`src/rtl/lirq_pkg.sv`:
```
package lirq_pkg;
  localparam int ADDR_W  = 8;
  localparam int DATA_W  = 32;
  localparam int NUM_TMR = 4;
  localparam int PB_MBOX = 4;
  localparam int PB_FAST = 8;
  localparam int PB_PMU  = 9;

  localparam logic [3:0] RG_TMR = 4'h0;
  localparam logic [3:0] RG_PMU = 4'h1;
  localparam logic [3:0] RG_MBX = 4'h2;
  localparam logic [3:0] RG_PND = 4'h3;

  typedef struct packed {
    logic       hit;
    logic [3:0] region;
    logic [1:0] slot;
  } dec_t;

  function automatic dec_t decode(input logic [ADDR_W-1:0] a);
    dec_t d;
    d.hit    = (a[1:0] == 2'b00);
    d.region = a[ADDR_W-1:4];
    d.slot   = a[3:2];
    return d;
  endfunction
endpackage

```
`src/rtl/lirq_ctrl_regs.sv`:
```
module lirq_ctrl_regs
  import lirq_pkg::*;
#(
  parameter int NUM_CORES = 4
) (
  input  logic                               clk,
  input  logic                               rst,
  input  logic                               wr_en,
  input  logic [ADDR_W-1:0]                  wr_addr,
  input  logic [DATA_W-1:0]                  wr_data,
  output logic [NUM_CORES-1:0][NUM_TMR-1:0]  tmr_en,
  output logic [NUM_CORES-1:0]               mbx_en,
  output logic [NUM_CORES-1:0]               pmu_route
);
  dec_t wd;
  assign wd = decode(wr_addr);

  logic wr_ok;
  assign wr_ok = wr_en && wd.hit;

  logic unused_wr_hi;
  assign unused_wr_hi = ^wr_data[DATA_W-1:NUM_TMR];

  for (genvar c = 0; c < NUM_CORES; c++) begin : g_core
    always_ff @(posedge clk) begin
      if (rst) begin
        tmr_en[c] <= '0;
        mbx_en[c] <= 1'b0;
      end else begin
        if (wr_ok && wd.region == RG_TMR && wd.slot == 2'(c))
          tmr_en[c] <= wr_data[NUM_TMR-1:0];
        if (wr_ok && wd.region == RG_MBX && wd.slot == 2'(c))
          mbx_en[c] <= wr_data[0];
      end
    end
  end

  always_ff @(posedge clk) begin
    if (rst) begin
      pmu_route <= '0;
    end else if (wr_ok && wd.region == RG_PMU) begin
      if (wd.slot == 2'd0)
        pmu_route <= pmu_route | wr_data[NUM_CORES-1:0];
      else if (wd.slot == 2'd1)
        pmu_route <= pmu_route & ~wr_data[NUM_CORES-1:0];
    end
  end
endmodule

```
`src/rtl/lirq_pend_core.sv`:
```
module lirq_pend_core
  import lirq_pkg::*;
#(
  parameter bit HAS_FAST = 1'b0
) (
  input  logic [NUM_TMR-1:0] tmr_lvl,
  input  logic [NUM_TMR-1:0] tmr_en,
  input  logic               mbx_nz,
  input  logic               mbx_en,
  input  logic               fast_lvl,
  input  logic               pmu_lvl,
  input  logic               pmu_route,
  output logic [DATA_W-1:0]  pend
);
  logic fast_bit;

  if (HAS_FAST) begin : g_fast
    assign fast_bit = fast_lvl;
  end else begin : g_nofast
    logic unused_fast;
    assign unused_fast = fast_lvl;
    assign fast_bit    = 1'b0;
  end

  always_comb begin
    pend                 = '0;
    pend[NUM_TMR-1:0]    = tmr_lvl & tmr_en;
    pend[PB_MBOX]        = mbx_nz & mbx_en;
    pend[PB_FAST]        = fast_bit;
    pend[PB_PMU]         = pmu_lvl & pmu_route;
  end
endmodule

```
`src/rtl/lirq_rd_mux.sv`:
```
module lirq_rd_mux
  import lirq_pkg::*;
#(
  parameter int NUM_CORES = 4
) (
  input  logic                               clk,
  input  logic                               rst,
  input  logic                               rd_en,
  input  logic [ADDR_W-1:0]                  rd_addr,
  input  logic [NUM_CORES-1:0][NUM_TMR-1:0]  tmr_en,
  input  logic [NUM_CORES-1:0]               mbx_en,
  input  logic [NUM_CORES-1:0]               pmu_route,
  input  logic [NUM_CORES-1:0][DATA_W-1:0]   pend,
  output logic [DATA_W-1:0]                  rd_data
);
  dec_t rd;
  assign rd = decode(rd_addr);

  logic [DATA_W-1:0] sel;

  always_comb begin
    sel = '0;
    if (rd.hit) begin
      for (int c = 0; c < NUM_CORES; c++) begin
        if (rd.slot == 2'(c)) begin
          case (rd.region)
            RG_TMR:  sel = DATA_W'(tmr_en[c]);
            RG_MBX:  sel = DATA_W'(mbx_en[c]);
            RG_PND:  sel = pend[c];
            default: ;
          endcase
        end
      end
      if (rd.region == RG_PMU && rd.slot == 2'd0)
        sel = DATA_W'(pmu_route);
    end
  end

  always_ff @(posedge clk) begin
    if (rst)
      rd_data <= '0;
    else if (rd_en)
      rd_data <= sel;
  end
endmodule

```
`src/rtl/core_irq_fanin.sv`:
```
module core_irq_fanin
  import lirq_pkg::*;
#(
  parameter int NUM_CORES = 4,
  localparam int TMR_BITS = NUM_CORES * NUM_TMR
) (
  input  logic                  clk,
  input  logic                  rst,
  input  logic                  wr_en,
  input  logic [ADDR_W-1:0]     wr_addr,
  input  logic [DATA_W-1:0]     wr_data,
  input  logic                  rd_en,
  input  logic [ADDR_W-1:0]     rd_addr,
  output logic [DATA_W-1:0]     rd_data,
  input  logic [TMR_BITS-1:0]   tmr_lvl,
  input  logic [NUM_CORES-1:0]  pmu_lvl,
  input  logic                  fast_lvl,
  input  logic [NUM_CORES-1:0]  mbx_nz,
  output logic [NUM_CORES-1:0]  irq
);
  logic [NUM_CORES-1:0][NUM_TMR-1:0] tmr_en;
  logic [NUM_CORES-1:0]              mbx_en;
  logic [NUM_CORES-1:0]              pmu_route;
  logic [NUM_CORES-1:0][DATA_W-1:0]  pend;

  lirq_ctrl_regs #(.NUM_CORES(NUM_CORES)) u_regs (
    .clk       (clk),
    .rst       (rst),
    .wr_en     (wr_en),
    .wr_addr   (wr_addr),
    .wr_data   (wr_data),
    .tmr_en    (tmr_en),
    .mbx_en    (mbx_en),
    .pmu_route (pmu_route)
  );

  for (genvar c = 0; c < NUM_CORES; c++) begin : g_pend
    lirq_pend_core #(.HAS_FAST(c == 0)) u_pend (
      .tmr_lvl   (tmr_lvl[c*NUM_TMR +: NUM_TMR]),
      .tmr_en    (tmr_en[c]),
      .mbx_nz    (mbx_nz[c]),
      .mbx_en    (mbx_en[c]),
      .fast_lvl  (fast_lvl),
      .pmu_lvl   (pmu_lvl[c]),
      .pmu_route (pmu_route[c]),
      .pend      (pend[c])
    );

    always_ff @(posedge clk) begin
      if (rst) irq[c] <= 1'b0;
      else     irq[c] <= |pend[c];
    end
  end

  lirq_rd_mux #(.NUM_CORES(NUM_CORES)) u_rd (
    .clk       (clk),
    .rst       (rst),
    .rd_en     (rd_en),
    .rd_addr   (rd_addr),
    .tmr_en    (tmr_en),
    .mbx_en    (mbx_en),
    .pmu_route (pmu_route),
    .pend      (pend),
    .rd_data   (rd_data)
  );
endmodule

```
`config.mk`:
```
export PLATFORM = sky130hd
export DESIGN_NAME = core_irq_fanin
export DESIGN_NICKNAME = d
export VERILOG_FILES = /design/src/rtl/lirq_pkg.sv /design/src/rtl/lirq_ctrl_regs.sv /design/src/rtl/lirq_pend_core.sv /design/src/rtl/lirq_rd_mux.sv /design/src/rtl/core_irq_fanin.sv
export SDC_FILE = /design/constraint.sdc
export NUM_CORES = 1
export LEC_CHECK = 0
export BUFFER_PORTS_ARGS = -buffer_cell sky130_fd_sc_hd__clkbuf_2
export CAP_MARGIN = 10
export CORE_ASPECT_RATIO = 2
export CORE_MARGIN = 8
export CORE_UTILIZATION = 56
export DETAILED_ROUTE_END_ITERATION = 12
export PLACE_DENSITY = 0.81
export SLEW_MARGIN = 20
export SYNTH_ARGS = -nofsm -noshare
export SYNTH_HDL_FRONTEND = slang
export SYNTH_HIERARCHICAL = 1
export SYNTH_SLANG_ARGS = --single-unit
export TNS_END_PERCENT = 10
```
`constraint.sdc`:
```
create_clock -name clk -period 1.8 [get_ports clk]
set_input_delay 0.09 -clock clk [delete_from_list [all_inputs] [get_ports clk]]
set_output_delay 0.09 -clock clk [all_outputs]
set_load 0.02 [all_outputs]
```
# Word-level counts from Yosys, hierarchy flattened
# Index checks and enable logic that the tools add are counted.
[word_totals]
regBits = 60
input_bits = 77
output_inout_bits = 36
elab_cells = 77
[op_classes]
eq_ne = 11
muxes = 12
bitwise_logic = 15
n_reduce_logical = 25
[op_table]
columns = ["cell", "n"]
rows = [
  ["$pmux W32 S3", 3],
  ["$mux W32", 6],
  ["$pmux W10 S3", 1],
  ["$and A4 B4 Y4", 5],
  ["$reduce_or A6 Y1", 3],
  ["$logic_and A1 B1 Y1", 13],
  ["$eq A4 B2 Y1 const B", 3],
  ["$and A1 B1 Y1", 8],
  ["$eq A2 B2 Y1 const B", 4],
  ["$eq A4 B1 Y1 const B", 2],
  ["$logic_not A2 Y1", 4],
  ["$logic_not A4 Y1", 2],
  ["$mux W4", 2],
  ["$reduce_or A7 Y1", 1],
  ["$eq A2 B1 Y1 const B", 2],
  ["$not A4 Y4", 1],
  ["$or A4 B4 Y4", 1],
  ["$reduce_and A2 Y1", 1],
  ["$reduce_bool A2 Y1", 1],
]

# Logic depth before layout (Yosys ltp)
[depth]
ltp_word = 11
ltp_mapped = 7
ltp_nobuf = 5

# By module
# The synthesis kept the hierarchy.
[by_module_without_submodules]
columns = ["module", "n_inst", "cells_per_inst", "area_per_inst_um2", "seq_area_each_um2"]
rows = [
  ["lirq_rd_mux", 1, 333, 2488.6, 640.6],
  ["lirq_ctrl_regs", 1, 103, 1084.8, 480.5],
  ["lirq_pend_core", 4, 33, 236.5, 0.0],
  ["core_irq_fanin", 1, 48, 370.4, 80.1],
]

# Worst setup path after synthesis
# OpenSTA, ideal clock, no wires.
[synth_path]
kind = "input port to flip-flop"
from = "input port rd_addr[1]"
to = "register u_rd.rd_data[1]"
setup_ns = 0.079
arrival_time_ns = 1.443
required_ns = 1.721
setup_slack_ns = 0.279
cell_stages = 5
path_buffers = 1
cell_sequence = "or4b_1 -> buf_2 -> a2111o_1 -> a221o_1 -> o221ai_2"
[synth_via]
elab_chain_len = 2
[synth_lines]
columns = ["element", "line_no", "rtl"]
rows = [
  ["start, declared", "core_irq_fanin.sv:13", "input logic [ADDR_W-1:0] rd_addr,"],
  ["$logic_not A2 Y1", "lirq_pkg.sv:22", "d.hit = (a[1:0] == 2'b00);"],
  ["$mux W32", "lirq_rd_mux.sv:23", "if (rd.hit) begin"],
  ["end signal, assigned", "lirq_rd_mux.sv:43", "rd_data <= sel;"],
  ["end, declared", "lirq_rd_mux.sv:14", "output logic [DATA_W-1:0] rd_data"],
]
# Every way passes these cells.
# A chain may end at the register's enable or synchronous reset.

==> metrics.md <==
| Metric | Value |
|---|---|
| Startpoint Class | `flop` |
| Maximum VDD drop | `668 uV` |
| Synth unique cells | `50` |
| Met1 global-route usage | `22.9%` |
| Largest net degree at the start of global routing | `65` |
| RSZ-0062 raised after global routing | `no` |
| Top FF cell, synth | `dfxtp_1` |
| Max-slew headroom | `52.1%` |
| WL/cell | `18.3 um` |
| Share of the synthesized area in the top cell type | `24.6%` |
| DRT iter0 DRCs | `388` |
| Power density cells | `686 mW/mm2` |
| First-pass GRT wire length | `22400 um` |
| Most instantiated library cell after synthesis | `buf_4` |
| CP top delay family | `compound AO/OA/AOI/OAI gates` |
| Largest stage delay on the critical path | `0.53 ns` |
| Lkg Pwr | `2.39 nW` |
| Number of diodes | `0` |
| Slowest CP cell | `a221oi_1` |
| Crit path buf inv count | `0` |
| Die width | `82.1 um` |
| Number of synthesized flops with an enable pin | `0` |
| Area leader, netlist | `dfxtp_1` |
| Number of global-route vias before repair | `4602` |
| Avg Cell Area, Syn | `7.94 um2` |
| YS warnings | `6` |
| Area of the mapped netlist | `0.00489 mm2` |
| # hold bufs at CTS | `0` |
| First-pass iteration count of the detailed router | `5` |
| HP Class | `in -> reg` |
| Worst r2r path cells | `4` |
| Fin crit share | `87.7%` |
| Top cells by area, synth | `dfxtp_1 25%, buf_4 16%, nand2b_1 7.0%` |
| CP startpoint | `u_regs/tmr_en[2]` |
| Total CTS buffers | `9` |
| Port bufs | `84` |
| Hold WS | `0.0666 ns` |
| CP required | `1.99 ns` |
| Met2 Use GR | `44.1%` |
| Hold Path Origin | `wr_data[2]` |
| Overall power | `3.76 mW` |
| Root Buffer Master | `clkbuf_16` |
| Fmax | `633 MHz` |
| ANT nets after route | `0` |
| Fin. max-slew vios | `0` |
| FF+latch count, synth | `60` |
| Gr ovfl total | `0` |
| Final WL | `14600 um` |
| FF-to-FF End | `u_rd/rd_data[2]` |
| Worst-path clk slew | `0.06 ns` |
| Via-to-Cell Ratio | `5.63` |
| Setup TNS | `0 ns` |
| Outcome | `complete, no violations` |
| Finish-stage setup viols | `0` |
| Core Region | `0.00859 mm2` |
| Max-cap viol count | `0` |
| Die Y | `148 um` |
| Post-synthesis sequential area ratio | `24.6%` |
| # H-tree levels | `3` |
| Crit end category | `flop` |
| Final hold vios | `0` |
| GRT Overall Usage | `24.4%` |
| Flop2flop setup slack | `0.22 ns` |
| Register area | `0.00120 mm2` |
| Final min period | `1.58 ns` |
| Die ar. | `0.0122 mm2` |
| IO Count | `113` |
| Most frequent cells after synthesis | `104 x buf_4, 60 x dfxtp_1, 55 x nand2b_1` |
| Mapped Cells | `616` |
| Detailed-route DRC error count | `0` |
| Met3 Track Usage GR | `4.66%` |
| GP Congestion | `0.977` |
| Post-DP HPWL | `11200 um` |
| CP Class | `reg -> reg` |
| Clk sinks | `60` |
| # resized after CTS | `0` |
| Crit path to | `u_rd/rd_data[2]` |
| CP Cell Sequence | `and2_1 -> a22o_1 -> a221oi_1 -> o221ai_2` |
| Stages on the worst setup path | `4` |
| Final Skew | `0.00731 ns` |
| RR Startpoint | `u_regs/tmr_en[2]` |
| Slew @ Worst Pin | `0.714 ns` |
| CTS tree | `yes` |
| Worst-Skew Late Latency | `0.33 ns` |
| Row Count | `48` |
| Crit Path Max Fanout | `3` |
| DR vias | `4494` |
| Area grow syn2layout | `12.2%` |
| Nets@finish | `771` |
| Share of layout cells above drive strength 1 | `20.1%` |
| Initial Utilization | `56.9%` |
| Multi-input logic area | `0.00310 mm2` |
| Fillers | `771` |
| Crit path DAT | `1.77 ns` |
| Initial antenna violation count | `0` |
| Busiest grt layer | `met2` |
| Clk buf depth | `2` |
| Setup bufs post-CTS | `0` |
| FFs w/ async S/R, synth | `0%` |
## layer usage
layer,vias to the layer above,share of wire (%)
li1,2190,-
met1,2065,34
met2,181,54
met3,58,4.5
met4,0,7.3
met5,-,0
## registers in the layout (all words and copies together), names as in the netlist, named ones only
signal,count
irq,4
u_regs/mbx_en,4
u_rd/rd_data,32
u_regs/tmr_en,16
## worst reg2reg max path, delay by kind of cell, from the launching register on
| kind | cells | cell delay, ns |
|---|---|---|
| AND/OR/NAND/NOR | 1 | 0.18 |
| AO/OA/AOI/OAI | 3 | 0.94 |
| flip-flops | 1 | 0.32 |
## area by class of cell
type / count / area share (%)
multi-input combinational: 504 / 56.5
sequential: 60 / 21.9
timing repair buffer: 114 / 12.9
clock buffer: 12 / 4.86
tap: 100 / 2.28
clock inverter: 3 / 1.25
inverter: 5 / 0.342
## power breakdown
group | switching, mW | internal (mW)
clock network | 0.623 | 1.32
registers | 0.00207 | 1.34
logic | 0.307 | 0.177
## worst min path at each step
stage,end,slack [ns],cells past startpoint
5_1_grt,flop,0.08,3
4_1_cts,flop,0.06,3
3_5_place_dp,flop,0.40,3
3_3_place_gp,flop,0.39,3
6_report,flop,0.07,3
2_1_floorplan,irq[0],0.16,1
## kinds of logic after synthesis
logic type / synth area share [%]
buf+inv: 19.8
other cells: 0.307
simple gates: 28.3
mux: 6.27
flops: 24.6
compound gates: 20.8
## through the flow
stage / cells / util (%) / setup slack, ns / area [um2]
finish: 798 / 63.9 / 0.221 / 5490
global route: 798 / 63.9 / 0.223 / 5490
CTS: 798 / 63.9 / 0.253 / 5490
detailed placement: 783 / 60.0 / 0.0823 / 5150
global placement: 783 / 60.0 / 0.105 / 5150
floorplan: 715 / - / 0.279 / 5260
## cells in the final DEF (no fill, tap or decap), drive strengths merged, types with 2 or more instances in the layout
cell     synthesis  layout
a211oi          27      27
a21oi           33      33
a221o            2       2
a221oi           3       3
a22o             6       6
a22oi            3       3
a2bb2oi          3       3
and2            53      53
and3             3       3
and3b            2       2
and4             9       9
buf            113      30
bufinv           0       2
clkbuf          33      96
conb             4     103
dfxtp           60      60
inv              5       5
mux2             3       3
mux2i           25      25
nand2           32      32
nand2b          55      55
nand3            5       5
nand4            3       3
nand4b           4       4
nor2             8       8
nor2b           10      10
nor3b            2       2
nor4            33      33
nor4b            2       2
o21ai           28      28
o221ai          31      31
o22ai            3       3
(Power assumes the default switching activity.)
